$ cat src/rtl/fc_pkg.sv
package fc_pkg;
  localparam int WORD_W  = 32;
  localparam int FRAME_W = 256;
  localparam int NWORDS  = FRAME_W / WORD_W;
  localparam int DATA_W  = FRAME_W - WORD_W;
  localparam int ID_W    = 16;
  localparam int STAT_W  = 32;
  localparam int PAY_W   = 160;
  localparam int CARD_LO = DATA_W - ID_W;
  localparam int FNUM_LO = CARD_LO - ID_W;
  localparam int STAT_LO = FNUM_LO - STAT_W;
  localparam logic [WORD_W-1:0] CRC_POLY = 32'h04C1_1DB7;
  localparam logic [WORD_W-1:0] CRC_INIT = '1;

  typedef struct packed {
    logic dump;
    logic use_b;
    logic fault;
  } verdict_t;

  // One data word folded into the running checksum, MSB first.
  function automatic logic [WORD_W-1:0] crc_step(input logic [WORD_W-1:0] crc,
                                                 input logic [WORD_W-1:0] w);
    logic [WORD_W-1:0] c;
    logic fb;
    c = crc;
    for (int i = WORD_W - 1; i >= 0; i--) begin
      fb = c[WORD_W-1] ^ w[i];
      c  = {c[WORD_W-2:0], 1'b0};
      if (fb) c = c ^ CRC_POLY;
    end
    return c;
  endfunction

  // Selection table between the two copies.
  function automatic verdict_t judge(input logic ok_a, input logic ok_b,
                                     input logic crc_eq);
    verdict_t v;
    v = '0;
    if (!ok_a && !ok_b) begin
      v.dump = 1'b1; v.fault = 1'b1;
    end else if (ok_a && ok_b) begin
      if (!crc_eq) begin
        v.dump = 1'b1; v.fault = 1'b1;
      end
    end else begin
      v.use_b = ok_b;
      v.fault = 1'b1;
    end
    return v;
  endfunction
endpackage

$ cat src/rtl/fc_select.sv
module fc_select
  import fc_pkg::*;
#(
  parameter int TMO_CYC = 16
) (
  input  logic                        clk,
  input  logic                        rst_n,
  input  logic [1:0]                  have,
  input  logic [1:0]                  ok,
  input  logic [1:0][WORD_W-1:0]      crc_rx,
  input  logic [1:0][DATA_W-1:0]      data,
  input  logic                        clr,
  output logic                        consume,
  output logic                        dec_pulse,
  output logic                        fwd_valid,
  output logic                        sel_b,
  output logic [PAY_W-1:0]            payload,
  output logic [STAT_W-1:0]           status,
  output logic [ID_W-1:0]             card,
  output logic [ID_W-1:0]             fnum,
  output logic                        link_fault,
  output logic                        dump_req
);
  localparam int CNT_W = $clog2(TMO_CYC + 1);
  localparam logic [CNT_W-1:0] CNT_END = CNT_W'(TMO_CYC - 1);

  logic [CNT_W-1:0] wait_q;
  logic one_in, both_in, tmo_hit, decide;
  logic ok_a, ok_b, crc_eq;
  verdict_t verdict;
  logic [DATA_W-1:0] pick;

  assign one_in  = have[0] ^ have[1];
  assign both_in = have[0] & have[1];
  assign tmo_hit = one_in && (wait_q == CNT_END);
  assign decide  = both_in | tmo_hit;
  assign ok_a    = have[0] & ok[0];
  assign ok_b    = have[1] & ok[1];
  assign crc_eq  = (crc_rx[0] == crc_rx[1]);
  assign verdict = judge(ok_a, ok_b, crc_eq);
  assign pick    = verdict.use_b ? data[1] : data[0];
  assign consume = decide;

  logic dec_q, fwd_q, selb_q, fault_q, dump_q;
  logic [PAY_W-1:0] pay_q;
  logic [STAT_W-1:0] stat_q;
  logic [ID_W-1:0] card_q, fnum_q;

  always_ff @(posedge clk or negedge rst_n) begin
    if (!rst_n) begin
      wait_q  <= '0;
      dec_q   <= 1'b0;
      fwd_q   <= 1'b0;
      selb_q  <= 1'b0;
      fault_q <= 1'b0;
      dump_q  <= 1'b0;
      pay_q   <= '0;
      stat_q  <= '0;
      card_q  <= '0;
      fnum_q  <= '0;
    end else begin
      wait_q  <= (decide || !one_in) ? '0 : wait_q + CNT_W'(1);
      dec_q   <= decide;
      fwd_q   <= decide && !verdict.dump;
      fault_q <= decide && verdict.fault;
      if (decide && !verdict.dump) begin
        selb_q <= verdict.use_b;
        pay_q  <= pick[PAY_W-1:0];
        stat_q <= pick[STAT_LO +: STAT_W];
        card_q <= pick[CARD_LO +: ID_W];
        fnum_q <= pick[FNUM_LO +: ID_W];
      end
      if (clr) dump_q <= 1'b0;
      if (decide && verdict.dump) dump_q <= 1'b1;
    end
  end

  assign dec_pulse  = dec_q;
  assign fwd_valid  = fwd_q;
  assign sel_b      = selb_q;
  assign payload    = pay_q;
  assign status     = stat_q;
  assign card       = card_q;
  assign fnum       = fnum_q;
  assign link_fault = fault_q;
  assign dump_req   = dump_q;

  assert_both_bad_dump_R3: assert property (@(posedge clk) disable iff (!rst_n)
    decide && !ok_a && !ok_b |=> dump_req && !fwd_valid && link_fault);
  assert_crc_disagree_R2: assert property (@(posedge clk) disable iff (!rst_n)
    decide && ok_a && ok_b && !crc_eq |=> dump_req && !fwd_valid);
  assert_single_fail_R4: assert property (@(posedge clk) disable iff (!rst_n)
    decide && (ok_a ^ ok_b) |=> fwd_valid && link_fault && (sel_b == $past(ok_b)));
  assert_default_a_R5: assert property (@(posedge clk) disable iff (!rst_n)
    decide && ok_a && ok_b && crc_eq |=> fwd_valid && !sel_b && !link_fault);
  assert_dump_sticky_R10: assert property (@(posedge clk) disable iff (!rst_n)
    dump_req && !clr |=> dump_req);
  assert_wait_bound_R9: assert property (@(posedge clk) disable iff (!rst_n)
    one_in && !decide |=> wait_q <= CNT_END);
endmodule

$ cat config.mk
export PLATFORM = sky130hd
export DESIGN_NAME = fc_select
export DESIGN_NICKNAME = d
export VERILOG_FILES = /design/src/rtl/fc_pkg.sv /design/src/rtl/fc_select.sv
export SDC_FILE = /design/constraint.sdc
export NUM_CORES = 1
export LEC_CHECK = 0
export ABC_CLOCK_PERIOD_IN_PS = 6300
export CELL_PAD_IN_SITES_DETAIL_PLACEMENT = 1
export CELL_PAD_IN_SITES_GLOBAL_PLACEMENT = 2
export CORE_AREA = 2 2 291 293
export DETAILED_ROUTE_END_ITERATION = 6
export DIE_AREA = 0 0 293 295
export MAX_ROUTING_LAYER = met4
export PLACE_DENSITY = 0.57
export SYNTH_ARGS = -nofsm -noshare
export SYNTH_HDL_FRONTEND = slang
export SYNTH_SLANG_ARGS = --single-unit
$ cat constraint.sdc
create_clock -name clk -period 6.3 [get_ports clk]
set_clock_uncertainty 0.2 [all_clocks]
set_input_delay 1.26 -clock clk [delete_from_list [all_inputs] [get_ports clk]]
set_output_delay 1.26 -clock clk [all_outputs]
set_load 0.02 [all_outputs]
; ---- Word level (Yosys, flattened, before mapping)
; Index checks and enable logic that the tools add are counted.
; W data, S select, Z words.
[word_totals]
elab_cells = 41
output_inout_bits = 230
in_bits = 519
reg_bits = 234
[classes]
n_addsub = 1
reduce_logical = 12
eq_ne = 2
bitwise = 5
muxes = 11
[ops]
columns = cell, n
row1 = $mux W224, 1
row2 = $eq A32 B32 Y1, 1
row3 = $mux W1, 9
row4 = $logic_and A1 B1 Y1, 6
row5 = $add A5 B1 Y5 const B, 1
row6 = $eq A5 B4 Y1 const B, 1
row7 = $mux W5, 1
row8 = $logic_not A1 Y1, 4
row9 = $and A1 B1 Y1, 3
row10 = $reduce_bool A2 Y1, 1
row11 = $logic_or A1 B1 Y1, 1
row12 = $or A1 B1 Y1, 1
row13 = $xor A1 B1 Y1, 1

; ---- Logic depth before layout (Yosys ltp)
; Gate-level depths: netlist of run 1.
[logic_depth]
word_depth = 6
ltp_mapped = 8
depth_no_buf = 7

; ---- Worst setup path before layout of run 1
; No wires, ideal clock.
[synth_path]
kind = input to output
startpoint = input have[0]
endpoint = output consume
required_ps = 4840
stages = 3
setup_slack_ps = 2765
t_arrival_ps = 2075
path_buffers = 0
path_cell_list = ha_1 a21oi_1 inv_1
[synth_between]
elab_chain_len = 3
elab_cells_between_ends = 4
cone_classes = 3 x bitwise / 1 x reduce/logical
[synth_lines]
columns = item, line_no
row1 = start: declaration, fc_select.sv:8  ; input logic [1:0] have,
row2 = $xor A1 B1 Y1, fc_select.sv:33  ; assign one_in = have[0] ^ have[1];
row3 = $logic_and A1 B1 Y1, fc_select.sv:35  ; assign tmo_hit = one_in && (wait_q == CNT_END);
row4 = $or A1 B1 Y1 (*), fc_select.sv:36  ; assign decide = both_in | tmo_hit;
row5 = end: declaration, fc_select.sv:13  ; output logic consume,
; Every way passes the cells marked *; elsewhere a longest branch is shown, timed or not.

; ---- Final worst setup path of run 1
; Same ends and word-level chain as after synthesis.

==> results of run 1 <==
## layout make-up
class,instances,area [um2]
inverters,3,11.3
clock buffers,42,942
fillers,9132,61500
flip-flops and latches,234,5860
diodes,1,2.50
repair buffers,762,7670
clock inverters,18,199
well taps,1080,1350
multi-input cells,518,5580
## critical path, stage by stage
cell	delay (ps)
clkdlybuf4s50_1	490
ha_1	370
a21oi_1	440
inv_1	200
clkdlybuf4s50_1	670
## where the power goes
group	switching [mW]	internal, mW	leakage (nW)
clock network	0.752	1.22	0.568
logic	1.03	1.27	4.89
registers	0.192	1.88	2.79
total	1.98	4.37	8.24
## through the flow
stage                     std cells  power, mW  util (%)  worst slack, ps  cell area, um2
after floorplan                 803       3.04         -             2770           11700
after global placement         2597       4.42      24.6             1370           20500
after detailed placement       2597       4.45      24.6             1380           20500
after CTS                      2657       6.53      26.0             1360           21600
after global routing           2658       6.71      26.0             1250           21600
final                          2658       6.35      26.0             1410           21600
## registers in the layout, indices dropped and copies added (netlist names), 5 cells and up
register  flops
wait_q        5
card         16
fnum         16
status       32
payload     160
## layer usage
metal	track usage (%)	share of wire (%)	vias up
met5	-	0	-
met4	3.40	2.1	0
met3	3.89	7.9	59
met2	22.3	55	371
met1	12.0	35	4732
li1	-	-	4432
## placed cells by master, fill, tap and decap left out, types with 3 or more instances in the layout
cell,netlist,layout
clkdlybuf4s50_1,0,747
mux2_2,368,368
dfrtp_1,234,234
mux2_1,80,80
clkbuf_16,0,35
xnor2_1,23,23
xor2_1,11,11
clkinv_2,0,11
nand4_1,8,8
buf_4,15,8
buf_12,0,6
nor2_1,5,5
nand2_1,4,4
nor4_1,4,4
clkbuf_8,0,4
bufinv_16,0,4
inv_1,3,3
ha_1,3,3
clkbuf_1,24,3
## final timing paths
path / startpoint / endpoint / slack, ps
max: have[0] / consume / 1410
min: wait_q[0] / wait_q[0] / 260
max reg2reg: wait_q[0] / payload[10] / 3550
min reg2reg: wait_q[0] / wait_q[0] / 260
max in group asynchronous: rst_n / card[7] / 4010
min in group asynchronous: rst_n / status[18] / 460
## logic make-up (layout without fill, tap and decap cells)
family	count (synthesis)	after routing	synth area share, %
multiplexers	448	448	43.2
flip-flops	234	234	50.1
AO/OA/AOI/OAI	7	7	0.407
buffers and inverters	51	825	2.22
XOR/XNOR	34	34	2.55
AND/OR/NAND/NOR	26	26	1.18
adder cells (fa/ha/maj)	3	3	0.321
other	0	1	0
==> flow_summary.yaml, run 1 <==
timing:
  setup_viol: 0
  relSlewSlack_pct: 37.2
  max_freq_ghz: 0.204
  fin_crit_ps: 4890
  finalSetupTns_ps: 0
  slew_violations: 0
  rsz0062_at_grt: "false"
  hold_viol: 0
  whs_ps: 260
  worst_slew_pin_slew_ps: 942
  fin_crit_sh_pct: 77.7
setup_path:
  cp.arrival_ps: 3430
  worstSetupStartpointType: "primary input"
  crit_path_end_kind: "output pin"
  reg2regPathDepth: 7
  critPathRequiredTime_ps: 4840
  critPathKind: "in2out"
  worstPathMaxFanout: 6
routing:
  antenna_left: 0
  dr.pass1.iters: 4
  wl_per_cell_um: 19.6
  avgViaCountPerCell: 3.61
  first_iter_violations: 167
  wl_mm: 52.2
  vias: 9594
  post-route-drc-count: 0
synth:
  synth_common_cells: "mux2_2, dfrtp_1, mux2_1"
  synth_top_area_share_pct: 50.1
  synth_cells: 803
  yosysTopAreaCell: "dfrtp_1"
  async_flop_share_pct: 100
  avgSynthCellArea_um2: 14.5
  synth_most_common_cell: "mux2_2"
  ys_seq_area_share_pct: 50.1
  ys_ff_latch: 234
  synth_edf_count: 0
  ys_types: 22
  ys.flop_type: "dfrtp_1"
  netlist_top_cells_area: "dfrtp_1, mux2_2, mux2_1"
  ys_warn_count: 0
  synth_area_um2: 11700
  syn_nets: 1325
power:
  max-vdd-ir-drop_mv: 0.203
  p_leak_nw: 8.24
  p_per_area_nw_per_um2: 294
clocking:
  cts_tree: "built"
  clock-sinks: 234
  cts_hold_buf: 0
  cts_resized: 0
  clk_latency_ps: 520
  cts_buffer_depth: 3
  clkTransAtPathRegs_ps: 50
  postCtsSetupRepairBufs: 0
  cts_buffers: 34
  htreeDepth: 2
  cts-root-buf: "clkbuf_16"
floorplanning:
  num_rows: 106
  ioPinCount: 749
  die_x_um: 293
  initial_utilization_pct: 14.0
  die_area_um2: 86400
  die_h_um: 295
  fp.coreArea_um2: 83200
global_route:
  first_global_vias: 11200
  track_usage_pct: 12.1
  grt_max_degree: 101
  grt_pass1_wl_mm: 74.8
  grt-ovfl-total: 0
  antenna_found_initial: 1
job:
  drv_cap: 0
outcome:
  status: "complete, no violations"
cells_and_area:
  syn_to_final_growth_pct: 85.1
  fin_nets: 2075
  drive_gt1_share_pct: 28.0
worst_hold_path:
  hold_class: "reg2reg"
  holdPathStages: 1
place:
  portBuffers: 748
  gp_congestion: 0.786
  post-dp-hpwl_mm: 41.4
Power figures use the tool's default switching activity.
==> run 2: changes to the inputs <==
ABC_CLOCK_PERIOD_IN_PS = 3900   (was 6300)
CORE_AREA = 2 2 292 294   (was 2 2 291 293)
DIE_AREA = 0 0 294 296   (was 0 0 293 295)
PLACE_DENSITY = 0.58   (was 0.57)
clock period = 3.9 ns   (was 6.3 ns; I/O delays follow)
==> flow_summary.yaml, run 2 (synthesized netlist as in run 1, its figures left out) <==
clocking:
  cts-root-buf: "clkbuf_16"
  cts_buffer_depth: 3
  postCtsSetupRepairBufs: 0
  cts_resized: 0
  cts_buffers: 30
  cts_tree: "built"
  htreeDepth: 1
  clock-sinks: 234
  cts_hold_buf: 0
  clkTransAtPathRegs_ps: 60
  clk_latency_ps: 570
power:
  p_int_mw: 6.90
  p_per_area_nw_per_um2: 456
  switching_power_mw: 3.12
  switching_share_pct: 31.1
  p_seq_share_pct: 33.4
  p_leak_nw: 8.45
  max-vdd-ir-drop_mv: 0.332
  p_comb_share_pct: 37.7
  p_clk_share_pct: 28.9
routing:
  wl_per_cell_um: 18.7
  avgViaCountPerCell: 3.55
  wl_mm: 50.7
  dr.pass1.iters: 4
  antenna_left: 0
  post-route-drc-count: 0
  vias: 9614
  first_iter_violations: 164
timing:
  hold_viol: 1
  finalSetupTns_ps: 0
  fin_crit_ps: 3510
  whs_ps: -15.5
  fin_crit_sh_pct: 90.0
  rsz0062_at_grt: "false"
  relSlewSlack_pct: 48.7
  worst_slew_pin_slew_ps: 770
  max_freq_ghz: 0.285
  setup_viol: 0
  slew_violations: 0
floorplanning:
  die_h_um: 296
  die_x_um: 294
  ioPinCount: 749
  num_rows: 107
  fp.coreArea_um2: 84200
  initial_utilization_pct: 13.9
  die_area_um2: 87000
setup_path:
  critPathKind: "in2out"
  critical_path.most_common_cell: "clkdlybuf4s50_1"
  worstSetupStartpointType: "primary input"
  cp.arrival_ps: 2530
  slowest_stage: "clkdlybuf4s50_1"
  crit_path_end_kind: "output pin"
  cp_num_buf_inv: 3
  reg2regPathDepth: 9
  critPathRequiredTime_ps: 2920
  worstSetupPathDepth: 5
  worstPathMaxFanout: 4
  path_cells: "clkdlybuf4s50_1 -> ha_1 -> a21oi_1 -> inv_1 -> clkdlybuf4s50_1"
  slowest_delay_ps: 570
  crit_family: "buffers and inverters"
cells_and_area:
  layout_commonest_cell: "clkdlybuf4s50_1"
  final_cells: 2709
  stdcell_area_um2: 21900
  multiInputGateArea_um2: 5580
  seq_area_um2: 5860
  fin_nets: 2115
  drive_gt1_share_pct: 29.7
  largest_register_ff_count: 160
  final_cell_mix: "clkdlybuf4s50_1, mux2_2, dfrtp_1"
  fillerInstances: 9279
  final_util_pct: 26.1
  syn_to_final_growth_pct: 87.9
place:
  place_area_um2: 20900
  post-dp-hpwl_mm: 41.8
  placed_cells: 2651
  gp_congestion: 0.798
  portBuffers: 748
global_route:
  grt_pass1_wl_mm: 72.2
  track_usage_pct: 11.4
  first_global_vias: 11200
  use_met3_pct: 3.00
  grt_use_met1_pct: 12.1
  top_usage_layer: "met2"
  grt-ovfl-total: 0
  met2_usage_pct: 20.6
  antenna_found_initial: 2
  grt_max_degree: 85
outcome:
  violations: "negative hold slack"
  status: "finished, violations left"
worst_hold_path:
  hold_class: "in2async"
job:
  drv_cap: 0
run 2: cell count changes in the layout (fill, tap and decap cells not counted):
| cell | delta |
|---|---|
| clkbuf_1 | +1 |
| clkinvlp_4 | -1 |
| buf_4 | +38 |
| clkbuf_8 | +7 |
| clkbuf_16 | -4 |
| diode_2 | +1 |
| inv_6 | -1 |
| bufinv_16 | -2 |
| buf_12 | +6 |
| clkinv_2 | -5 |
| clkinv_4 | +1 |
run 2: metrics by stage:
| stage | hold slack (ps) | worst slack (ps) | total power, mW |
|---|---|---|---|
| CTS | 13.3 | 374 | 10.3 |
| detailed placement | 266 | 130 | 7.24 |
| floorplan | 233 | 981 | 4.90 |
| global placement | 246 | 108 | 7.20 |
| finish | -15.5 | 389 | 10.0 |
| global route | 14.8 | 311 | 10.6 |
run 2: layout make-up:
type	count	share of cell area, %
Multi-Input combinational cell	518	25.4
Timing Repair Buffer	806	36.8
Antenna cell	2	0.0228
Sequential cell	234	26.7
Tap cell	1090	6.21
Clock buffer	46	4.29
Inverter	3	0.0513
Clock inverter	10	0.485
run 2: worst paths after layout:
path | slack (ps) | endpoint | startpoint
max in group asynchronous | 2710 | card[1] | rst_n
min in group clk | 270 | wait_q[0] | wait_q[0]
worst max-delay path | 390 | consume | have[0]
worst max register to register | 1400 | payload[8] | wait_q[0]
worst min-delay path | -20 | payload[3] | rst_n
worst min register to register | 270 | wait_q[0] | wait_q[0]
run 2: per-layer routing:
metal	share of wire (%)	wire [um]
met5	0	0
met4	2.7	1370
met3	7.8	3960
met2	53	26800
met1	37	18600
run 2: power groups by stage:
stage	sequential, mW	clock, mW	combinational [mW]
after floorplan	4.11	0	0.796
after global placement	3.37	0	3.83
after detailed placement	3.39	0	3.85
after CTS	3.36	3.04	3.86
after global routing	3.44	3.13	3.99
final	3.35	2.89	3.78
